$ cat config.mk
export PLATFORM = sky130hd
export DESIGN_NAME = crypto_chan_seq
export DESIGN_NICKNAME = d
export VERILOG_FILES = /design/src/rtl/crypto_chan_pkg.sv /design/src/rtl/chan_desc_store.sv /design/src/rtl/chan_addr_gen.sv /design/src/rtl/crypto_chan_seq.sv
export SDC_FILE = /design/constraint.sdc
export NUM_CORES = 1
export LEC_CHECK = 0
export BUFFER_PORTS_ARGS = -buffer_cell sky130_fd_sc_hd__buf_2
export CORE_ASPECT_RATIO = 0.7
export CORE_MARGIN = 3
export CORE_UTILIZATION = 45
export CTS_CLUSTER_SIZE = 8
export DETAILED_ROUTE_END_ITERATION = 7
export GPL_TIMING_DRIVEN = 0
export SYNTH_ARGS = -nofsm -noshare
export SYNTH_HDL_FRONTEND = slang
export SYNTH_HIERARCHICAL = 1
export SYNTH_SLANG_ARGS = --single-unit
$ cat constraint.sdc
create_clock -name clk -period 12.5 [get_ports clk]
set_clock_uncertainty 0.2 [all_clocks]
set_input_delay 1.875 -clock clk [delete_from_list [all_inputs] [get_ports clk]]
set_output_delay 1.875 -clock clk [all_outputs]
set_load 0.05 [all_outputs]
$ cat src/rtl/crypto_chan_pkg.sv
package crypto_chan_pkg;

    typedef enum logic [3:0] {
        S_IDLE,
        S_HDR,
        S_PAIRS,
        S_EU_REQ,
        S_CTX,
        S_KEY,
        S_DIN,
        S_DOUT,
        S_DONE
    } chan_state_e;

    localparam int NUM_STAGES = 4;

    // stage indices; the first three double as eu_wr_sel codes
    localparam logic [1:0] STG_CTX  = 2'd0;
    localparam logic [1:0] STG_KEY  = 2'd1;
    localparam logic [1:0] STG_DIN  = 2'd2;
    localparam logic [1:0] STG_DOUT = 2'd3;

    localparam logic [7:0] OP_ENC_CTX = 8'h01;
    localparam logic [7:0] OP_DEC_CTX = 8'h02;
    localparam logic [7:0] OP_KEYONLY = 8'h03;

    function automatic logic op_known(input logic [7:0] op);
        return (op == OP_ENC_CTX) || (op == OP_DEC_CTX) || (op == OP_KEYONLY);
    endfunction

    function automatic chan_state_e stage_state(input int idx);
        case (idx)
            0:       return S_CTX;
            1:       return S_KEY;
            2:       return S_DIN;
            default: return S_DOUT;
        endcase
    endfunction

endpackage

$ cat src/rtl/chan_desc_store.sv
module chan_desc_store #(
    parameter int DATA_W = 32,
    parameter int LEN_W  = 16,
    parameter int NSTG   = 4,
    localparam int CNT_W = LEN_W - 1
) (
    input  logic                        clk,
    input  logic                        rst_n,
    input  logic                        wr_en,
    input  logic [2:0]                  wr_idx,
    input  logic [DATA_W-1:0]           wr_data,
    output logic [NSTG-1:0][CNT_W-1:0]  nwords_o,
    output logic [NSTG-1:0][DATA_W-1:0] ptr_o
);

    for (genvar p = 0; p < NSTG; p++) begin : g_pair
        logic [LEN_W-1:0]  len_q;
        logic [DATA_W-1:0] ptr_q;
        logic [LEN_W:0]    rnd;

        always_ff @(posedge clk or negedge rst_n) begin
            if (!rst_n) begin
                len_q <= '0;
                ptr_q <= '0;
            end else if (wr_en && wr_idx[2:1] == p[1:0]) begin
                if (wr_idx[0]) ptr_q <= wr_data;
                else           len_q <= wr_data[LEN_W-1:0];
            end
        end

        // byte length rounded up to whole words
        assign rnd         = {1'b0, len_q} + 3;
        assign nwords_o[p] = rnd[LEN_W:2];
        assign ptr_o[p]    = ptr_q;
    end

endmodule

$ cat src/rtl/chan_addr_gen.sv
module chan_addr_gen #(
    parameter int ADDR_W = 32,
    parameter int CNT_W  = 15
) (
    input  logic [ADDR_W-1:0] base,
    input  logic [CNT_W-1:0]  idx,
    output logic [ADDR_W-1:0] addr
);

    logic [ADDR_W-1:0] offs;

    always_comb begin
        offs = '0;
        offs[CNT_W+1:2] = idx;
    end

    assign addr = base + offs;

endmodule

$ cat src/rtl/crypto_chan_seq.sv
module crypto_chan_seq
    import crypto_chan_pkg::*;
#(
    parameter int LEN_W = 16
) (
    input  logic        clk,
    input  logic        rst_n,
    input  logic        fetch_wr,
    input  logic [31:0] fetch_ptr,
    output logic        mst_req,
    output logic        mst_we,
    output logic [31:0] mst_addr,
    output logic [31:0] mst_wdata,
    input  logic        mst_ack,
    input  logic [31:0] mst_rdata,
    output logic        eu_req,
    input  logic        eu_grant,
    output logic [7:0]  eu_opcode,
    output logic        eu_wr_valid,
    output logic [1:0]  eu_wr_sel,
    output logic [31:0] eu_wr_data,
    input  logic [31:0] eu_out_data,
    output logic        eu_out_pop,
    output logic        busy_o,
    output logic        done_o,
    output logic        err_o,
    output logic        ovr_o
);

    localparam int CNT_W  = LEN_W - 1;
    localparam int DATA_W = 32;
    localparam logic [CNT_W-1:0] LAST_PAIR = CNT_W'(7);

    chan_state_e state_q, state_d;
    logic [CNT_W-1:0]  wcnt_q;
    logic [DATA_W-1:0] desc_q;
    logic [7:0]        op_q;
    logic              err_q, ovr_q;

    logic [NUM_STAGES-1:0][CNT_W-1:0]  nwords;
    logic [NUM_STAGES-1:0][DATA_W-1:0] ptrs;
    chan_state_e       from_stg [NUM_STAGES+1];
    logic [1:0]        cur_stg;
    logic              in_stage, last_word, start_ok;
    logic [DATA_W-1:0] addr_base;
    logic [CNT_W-1:0]  addr_idx;

    assign start_ok = fetch_wr && (state_q == S_IDLE || state_q == S_DONE);

    chan_desc_store #(.DATA_W(DATA_W), .LEN_W(LEN_W), .NSTG(NUM_STAGES)) u_desc (
        .clk      (clk),
        .rst_n    (rst_n),
        .wr_en    (state_q == S_PAIRS && mst_ack),
        .wr_idx   (wcnt_q[2:0]),
        .wr_data  (mst_rdata),
        .nwords_o (nwords),
        .ptr_o    (ptrs)
    );

    // first non-empty stage at or after each index
    always_comb begin
        from_stg[NUM_STAGES] = S_DONE;
        for (int i = NUM_STAGES - 1; i >= 0; i--)
            from_stg[i] = (nwords[i] != '0) ? stage_state(i) : from_stg[i+1];
    end

    always_comb begin
        in_stage = 1'b1;
        cur_stg  = STG_CTX;
        unique case (state_q)
            S_CTX:   cur_stg = STG_CTX;
            S_KEY:   cur_stg = STG_KEY;
            S_DIN:   cur_stg = STG_DIN;
            S_DOUT:  cur_stg = STG_DOUT;
            default: in_stage = 1'b0;
        endcase
    end

    assign last_word = mst_ack && (wcnt_q == nwords[cur_stg] - 1'b1);

    always_comb begin
        addr_base = ptrs[cur_stg];
        addr_idx  = wcnt_q;
        if (state_q == S_HDR) begin
            addr_base = desc_q;
            addr_idx  = '0;
        end else if (state_q == S_PAIRS) begin
            addr_base = desc_q + 32'd4;
        end
    end

    chan_addr_gen #(.ADDR_W(DATA_W), .CNT_W(CNT_W)) u_addr (
        .base (addr_base),
        .idx  (addr_idx),
        .addr (mst_addr)
    );

    // next-state logic
    always_comb begin
        state_d = state_q;
        unique case (state_q)
            S_IDLE:   if (start_ok) state_d = S_HDR;
            S_HDR:    if (mst_ack)
                          state_d = op_known(mst_rdata[7:0]) ? S_PAIRS : S_DONE;
            S_PAIRS:  if (mst_ack && wcnt_q == LAST_PAIR) state_d = S_EU_REQ;
            S_EU_REQ: if (eu_grant) state_d = from_stg[0];
            S_CTX:    if (last_word) state_d = from_stg[1];
            S_KEY:    if (last_word) state_d = from_stg[2];
            S_DIN:    if (last_word) state_d = from_stg[3];
            S_DOUT:   if (last_word) state_d = S_DONE;
            S_DONE:   state_d = start_ok ? S_HDR : S_IDLE;
            default:  state_d = S_IDLE;
        endcase
    end

    // state register
    always_ff @(posedge clk or negedge rst_n) begin
        if (!rst_n) state_q <= S_IDLE;
        else        state_q <= state_d;
    end

    // datapath registers
    always_ff @(posedge clk or negedge rst_n) begin
        if (!rst_n) begin
            wcnt_q <= '0;
            desc_q <= '0;
            op_q   <= '0;
            err_q  <= 1'b0;
            ovr_q  <= 1'b0;
        end else begin
            if (start_ok) begin
                desc_q <= fetch_ptr;
                err_q  <= 1'b0;
                ovr_q  <= 1'b0;
            end else if (fetch_wr) begin
                ovr_q  <= 1'b1;
            end
            if (state_q == S_HDR && mst_ack) begin
                op_q  <= mst_rdata[7:0];
                err_q <= !op_known(mst_rdata[7:0]);
            end
            if (state_d != state_q)                     wcnt_q <= '0;
            else if (mst_ack && state_q != S_HDR)       wcnt_q <= wcnt_q + 1'b1;
        end
    end

    // outputs
    always_comb begin
        mst_req     = 1'b0;
        mst_we      = 1'b0;
        eu_req      = 1'b0;
        eu_wr_valid = 1'b0;
        eu_out_pop  = 1'b0;
        unique case (state_q)
            S_HDR, S_PAIRS:      mst_req = 1'b1;
            S_EU_REQ:            eu_req  = 1'b1;
            S_CTX, S_KEY, S_DIN: begin
                mst_req     = 1'b1;
                eu_req      = 1'b1;
                eu_wr_valid = mst_ack;
            end
            S_DOUT: begin
                mst_req    = 1'b1;
                mst_we     = 1'b1;
                eu_req     = 1'b1;
                eu_out_pop = mst_ack;
            end
            default: ;
        endcase
    end

    assign mst_wdata  = eu_out_data;
    assign eu_wr_sel  = cur_stg;
    assign eu_wr_data = mst_rdata;
    assign eu_opcode  = op_q;
    assign busy_o     = !(state_q == S_IDLE || state_q == S_DONE);
    assign done_o     = (state_q == S_DONE);
    assign err_o      = err_q;
    assign ovr_o      = ovr_q;

    // ---------------- assertions ----------------
    p_req_hold_r11: assert property (@(posedge clk) disable iff (!rst_n)
        mst_req && !mst_ack |=> mst_req && $stable(mst_addr) && $stable(mst_we));

    p_stage_granted_r4: assert property (@(posedge clk) disable iff (!rst_n)
        in_stage |-> eu_grant);

    p_write_needs_unit_r8: assert property (@(posedge clk) disable iff (!rst_n)
        mst_req && mst_we |-> eu_req && eu_grant);

    p_done_single_r9: assert property (@(posedge clk) disable iff (!rst_n)
        done_o |=> !done_o || $past(fetch_wr));

    p_done_released_r9: assert property (@(posedge clk) disable iff (!rst_n)
        done_o |-> !busy_o && !eu_req);

    p_err_no_write_r3: assert property (@(posedge clk) disable iff (!rst_n)
        err_o |-> !(mst_req && mst_we));

    p_overrun_sets_r10: assert property (@(posedge clk) disable iff (!rst_n)
        busy_o && fetch_wr |=> ovr_o);

    p_stage_inside_r7: assert property (@(posedge clk) disable iff (!rst_n)
        in_stage |-> wcnt_q < nwords[cur_stg]);

endmodule

==> impl_metrics.prom <==
# TYPE chip_impl_metric gauge
chip_impl_metric{name="timing.fmax",unit="MHz"} 113
chip_impl_metric{name="synth_sequential_area_ratio",unit="%"} 38.2
chip_impl_metric{name="final.period_utilization",unit="%"} 70.8
chip_impl_info{name="criticalPathCategory",value="flop to output port"} 1
chip_impl_metric{name="post_route_cells_drive_above_1_share",unit="%"} 31.0
chip_impl_metric{name="fp.coreArea",unit="sq um"} 36100
chip_impl_info{name="post_synth_main_area_contributors",value="dfrtp_1, mux2_2, xnor2_1, nand2_1, buf_4"} 1
chip_impl_metric{name="route.detailed.wl_per_inst",unit="um"} 22.8
chip_impl_metric{name="cts.sinks",unit=""} 253
chip_impl_metric{name="cts_htree_levels",unit=""} 2
chip_impl_metric{name="r2r.worst_path.cells",unit=""} 13
chip_impl_metric{name="clk_pin_slew",unit="ns"} 0.06
chip_impl_metric{name="fp.dieW",unit="um"} 235
chip_impl_metric{name="post_drt_via_cell_ratio",unit=""} 5.99
chip_impl_metric{name="grt_pass1_vias",unit=""} 14059
chip_impl_metric{name="timing.final.setup_violations",unit=""} 0
chip_impl_metric{name="placedCellCount",unit=""} 2385
chip_impl_metric{name="postLayoutSetupSlackWorst",unit="ns"} 3.64
chip_impl_metric{name="post-cts-setup-buffer-count",unit=""} 0
chip_impl_metric{name="number_of_clock_buffers_inserted_by_tritoncts",unit=""} 37
chip_impl_info{name="yosys.area.top_type",value="dfrtp_1"} 1
chip_impl_metric{name="largest_net_degree_at_the_start_of_global_routing",unit=""} 117
chip_impl_metric{name="dp_hpwl",unit="mm"} 41.3
chip_impl_metric{name="post_layout_net_count",unit=""} 2064
chip_impl_metric{name="ys.warnings.count",unit=""} 6
chip_impl_info{name="crit_start",value="state_q[0]$_DFF_PN0_"} 1
chip_impl_metric{name="detailedRoute.firstPassIterationCount",unit=""} 5
chip_impl_metric{name="starting_density_of_the_core",unit="%"} 45.9
chip_impl_info{name="worstSetupEndpoint",value="mst_addr[24]"} 1
chip_impl_metric{name="wire_length_of_the_first_global_routing_pass",unit="mm"} 85.6
chip_impl_metric{name="setup_total_negative_slack",unit="ns"} 0
chip_impl_metric{name="holdBufCountCts",unit=""} 0
chip_impl_info{name="critical_path.reg2reg.endpoint",value="wcnt_q[4]$_DFFE_PN0P_"} 1
chip_impl_metric{name="clk_latency",unit="ns"} 0.54
chip_impl_metric{name="final_hold_vios",unit=""} 0
chip_impl_metric{name="number_of_violations_reported_at_the_end_of_detailed_routing_iteration_0",unit=""} 1450
chip_impl_metric{name="total_power",unit="mW"} 4.09
chip_impl_metric{name="global_route.usage.total",unit="%"} 27.7
chip_impl_metric{name="async_flop_share",unit="%"} 100
chip_impl_metric{name="required_time_worst_endpoint",unit="ns"} 10.43
chip_impl_metric{name="die_h",unit="um"} 167
chip_impl_info{name="crit_path_end_kind",value="output port"} 1
chip_impl_info{name="tritoncts",value="done"} 1
chip_impl_metric{name="pin_count",unit=""} 216
chip_impl_metric{name="static-leakage-power",unit="nW"} 8.89
chip_impl_metric{name="drcViolationCount",unit=""} 0
chip_impl_metric{name="maxSlewHeadroom",unit="%"} 16.5
chip_impl_metric{name="drt-total-wl",unit="mm"} 55.4
chip_impl_info{name="rsz0062_at_grt",value="false"} 1
chip_impl_metric{name="fin_worst_hold_slack",unit="ns"} 0.297
chip_impl_metric{name="synthCells",unit=""} 1721
chip_impl_metric{name="cp_max_fo",unit=""} 10
chip_impl_metric{name="final_cells",unit=""} 2427
chip_impl_metric{name="place_area",unit="sq um"} 18200
chip_impl_metric{name="postSynthAreaPerCell",unit="sq um"} 9.64
chip_impl_metric{name="antenna_found_initial",unit=""} 3
chip_impl_metric{name="maxCapViolations",unit=""} 0
chip_impl_metric{name="finalWeightedCongestion",unit=""} 0.991
chip_impl_info{name="yosys_most_used_dff",value="dfrtp_1"} 1
chip_impl_info{name="regToRegStartpoint",value="u_desc/g_pair[0].len_q[0]$_DFFE_PN0P_"} 1
chip_impl_metric{name="worst_pin_slew",unit="ns"} 1.24
chip_impl_metric{name="synth_edf_count",unit=""} 0
chip_impl_metric{name="cts_repair_resize_count",unit=""} 0
chip_impl_metric{name="die_area",unit="sq um"} 39200
chip_impl_metric{name="insertedDiodeCount",unit=""} 0
chip_impl_metric{name="crit_arrival",unit="ns"} 6.78
chip_impl_metric{name="yosys_register_bits",unit=""} 253
chip_impl_metric{name="cts-root-to-sink-buffers",unit=""} 3
chip_impl_metric{name="r2r_setup_slack",unit="ns"} 7.67
chip_impl_metric{name="period_minus_slack",unit="ns"} 8.86
chip_impl_metric{name="post-synth-top-area-fraction",unit="%"} 38.2
chip_impl_metric{name="num_vias",unit=""} 14527
chip_impl_metric{name="core.rowCount",unit=""} 58
chip_impl_metric{name="final_ant_viol_nets",unit=""} 0
chip_impl_info{name="min-delay-path-class",value="flop to flop"} 1
chip_impl_info{name="startpoint_type",value="flop"} 1
chip_impl_metric{name="placement.io_buffers",unit=""} 182
chip_impl_metric{name="synth_fp_nets",unit=""} 1841
chip_impl_metric{name="area.growth.synth_to_final",unit="%"} 15.4
chip_impl_metric{name="yosysUniqueCellTypes",unit=""} 98
chip_impl_metric{name="detailedPlace.worstSlack",unit="ns"} 4.39
chip_impl_info{name="clock_tree_root_buffer_cell",value="clkbuf_16"} 1
chip_impl_info{name="run_status",value="finished, final reports clean"} 1
chip_impl_metric{name="layout.cell_area.non_filler",unit="sq um"} 19100
chip_impl_metric{name="power_per_cell_area",unit="nW/um^2"} 214
chip_impl_metric{name="netlist_area",unit="sq um"} 16600
chip_impl_metric{name="global_route.overflow_total",unit=""} 0
chip_impl_metric{name="vdd_drop_max",unit="mV"} 0.201
chip_impl_metric{name="utilization",unit="%"} 53.0
chip_impl_metric{name="report.final.slew_viol_count",unit=""} 0
## state kept, by name, summed over array words and instances (netlist names)
| register | flops |
|---|---|
| wcnt_q | 15 |
| desc_q | 32 |
| u_desc/g_pair.ptr_q | 128 |
| u_desc/g_pair.len_q | 64 |
| state_q | 4 |
| eu_opcode | 8 |
| err_o | 1 |
| ovr_o | 1 |
## final cells by class
class                           count  area, sq um
Multi-Input combinational cell   1272         9130
Buffer                            162          995
Clock inverter                      3         37.5
Timing Repair Buffer              184          976
Sequential cell                   253         6330
Fill cell                        3368        17000
Inverter                           34          129
Clock buffer                       39          943
Tap cell                          480          601
## critical path, cell delays in order, from the launching register on
cell	delay [ns]
dfrtp_1	0.47
buf_6	0.20
buf_6	0.16
buf_6	0.17
clkbuf_1	0.45
clkbuf_1	0.50
clkbuf_1	0.64
clkbuf_1	0.57
a31oi_1	0.18
o22ai_1	0.34
a21oi_1	0.11
a21oi_1	0.27
ha_1	0.33
and2b_1	0.21
o2111ai_1	0.27
a21boi_2	0.11
o21ai_1	0.48
buf_6	0.22
o21a_1	0.15
xnor2_1	0.12
buf_2	0.29
## report_power, final
part	switching (mW)	total (mW)	internal, mW
Clock	0.370	0.902	0.532
Sequential	0.148	1.10	0.948
Combinational	1.42	2.09	0.674
## cell usage after synthesis (12+ instances only)
library cell,count
xor2_1,28
mux2_2,235
a21oi_1,66
buf_2,19
inv_1,32
nand4_1,35
xnor2_1,71
nand2_1,164
buf_4,75
nand3_1,76
a31oi_1,20
nor2b_1,13
dfrtp_1,253
a21o_1,12
nor3_1,21
o21ai_0,86
o22ai_1,21
mux2i_1,27
clkbuf_1,52
and2_1,22
nor4_1,22
nand2b_1,17
and3_1,21
ha_1,18
nor2_1,113
## logic make-up (layout without fill, tap and decap cells)
| logic type | Yosys count | count (layout) | synth area share (%) |
|---|---|---|---|
| simple gates | 576 | 576 | 18.1 |
| compound gates | 314 | 314 | 12.5 |
| mux | 263 | 263 | 17.7 |
| flops | 253 | 253 | 38.2 |
| buf+inv | 196 | 422 | 6.78 |
| xor+xnor | 100 | 100 | 5.33 |
| fa+ha+maj | 19 | 19 | 1.48 |
## worst min-delay path by stage
stage	slack (ns)	cells past startpoint	from	endpoint
after floorplan	0.26	1	u_desc/g_pair[0].ptr_q[4]$_DFFE_PN0P_	u_desc/g_pair[0].ptr_q[4]$_DFFE_PN0P_
after global placement	0.27	1	u_desc/g_pair[0].ptr_q[4]$_DFFE_PN0P_	u_desc/g_pair[0].ptr_q[4]$_DFFE_PN0P_
after detailed placement	0.28	1	u_desc/g_pair[0].ptr_q[4]$_DFFE_PN0P_	u_desc/g_pair[0].ptr_q[4]$_DFFE_PN0P_
after CTS	0.30	1	u_desc/g_pair[2].ptr_q[6]$_DFFE_PN0P_	u_desc/g_pair[2].ptr_q[6]$_DFFE_PN0P_
after global routing	0.31	1	u_desc/g_pair[2].ptr_q[13]$_DFFE_PN0P_	u_desc/g_pair[2].ptr_q[13]$_DFFE_PN0P_
final	0.30	1	u_desc/g_pair[0].ptr_q[4]$_DFFE_PN0P_	u_desc/g_pair[0].ptr_q[4]$_DFFE_PN0P_
## per-layer routing
| layer | global-route usage, % | vias up | wire [um] |
|---|---|---|---|
| met4 | 5.26 | 0 | 951 |
| met1 | 41.4 | 7284 | 25900 |
| met3 | 3.96 | 76 | 3720 |
| met2 | 43.1 | 548 | 24800 |
| li1 | - | 6619 | - |
| met5 | 0 | - | 0 |
## placed cells by master (no fill, tap or decap), types with 7 or more instances in the layout
master	instances
a211oi_1	11
a21o_1	12
a21oi_1	66
a22oi_1	10
a31oi_1	20
a32oi_1	8
and2_1	22
and3_1	21
and4_1	8
buf_2	200
buf_4	75
buf_6	7
clkbuf_1	53
clkbuf_16	37
dfrtp_1	253
ha_1	18
inv_1	32
mux2_2	235
mux2i_1	27
nand2_1	164
nand2b_1	17
nand3_1	76
nand4_1	35
nor2_1	113
nor2b_1	13
nor3_1	21
nor4_1	22
o2111ai_1	7
o211ai_1	8
o21ai_0	86
o22ai_1	21
or3_1	9
xnor2_1	71
xor2_1	28
(Power assumes the default switching activity.)
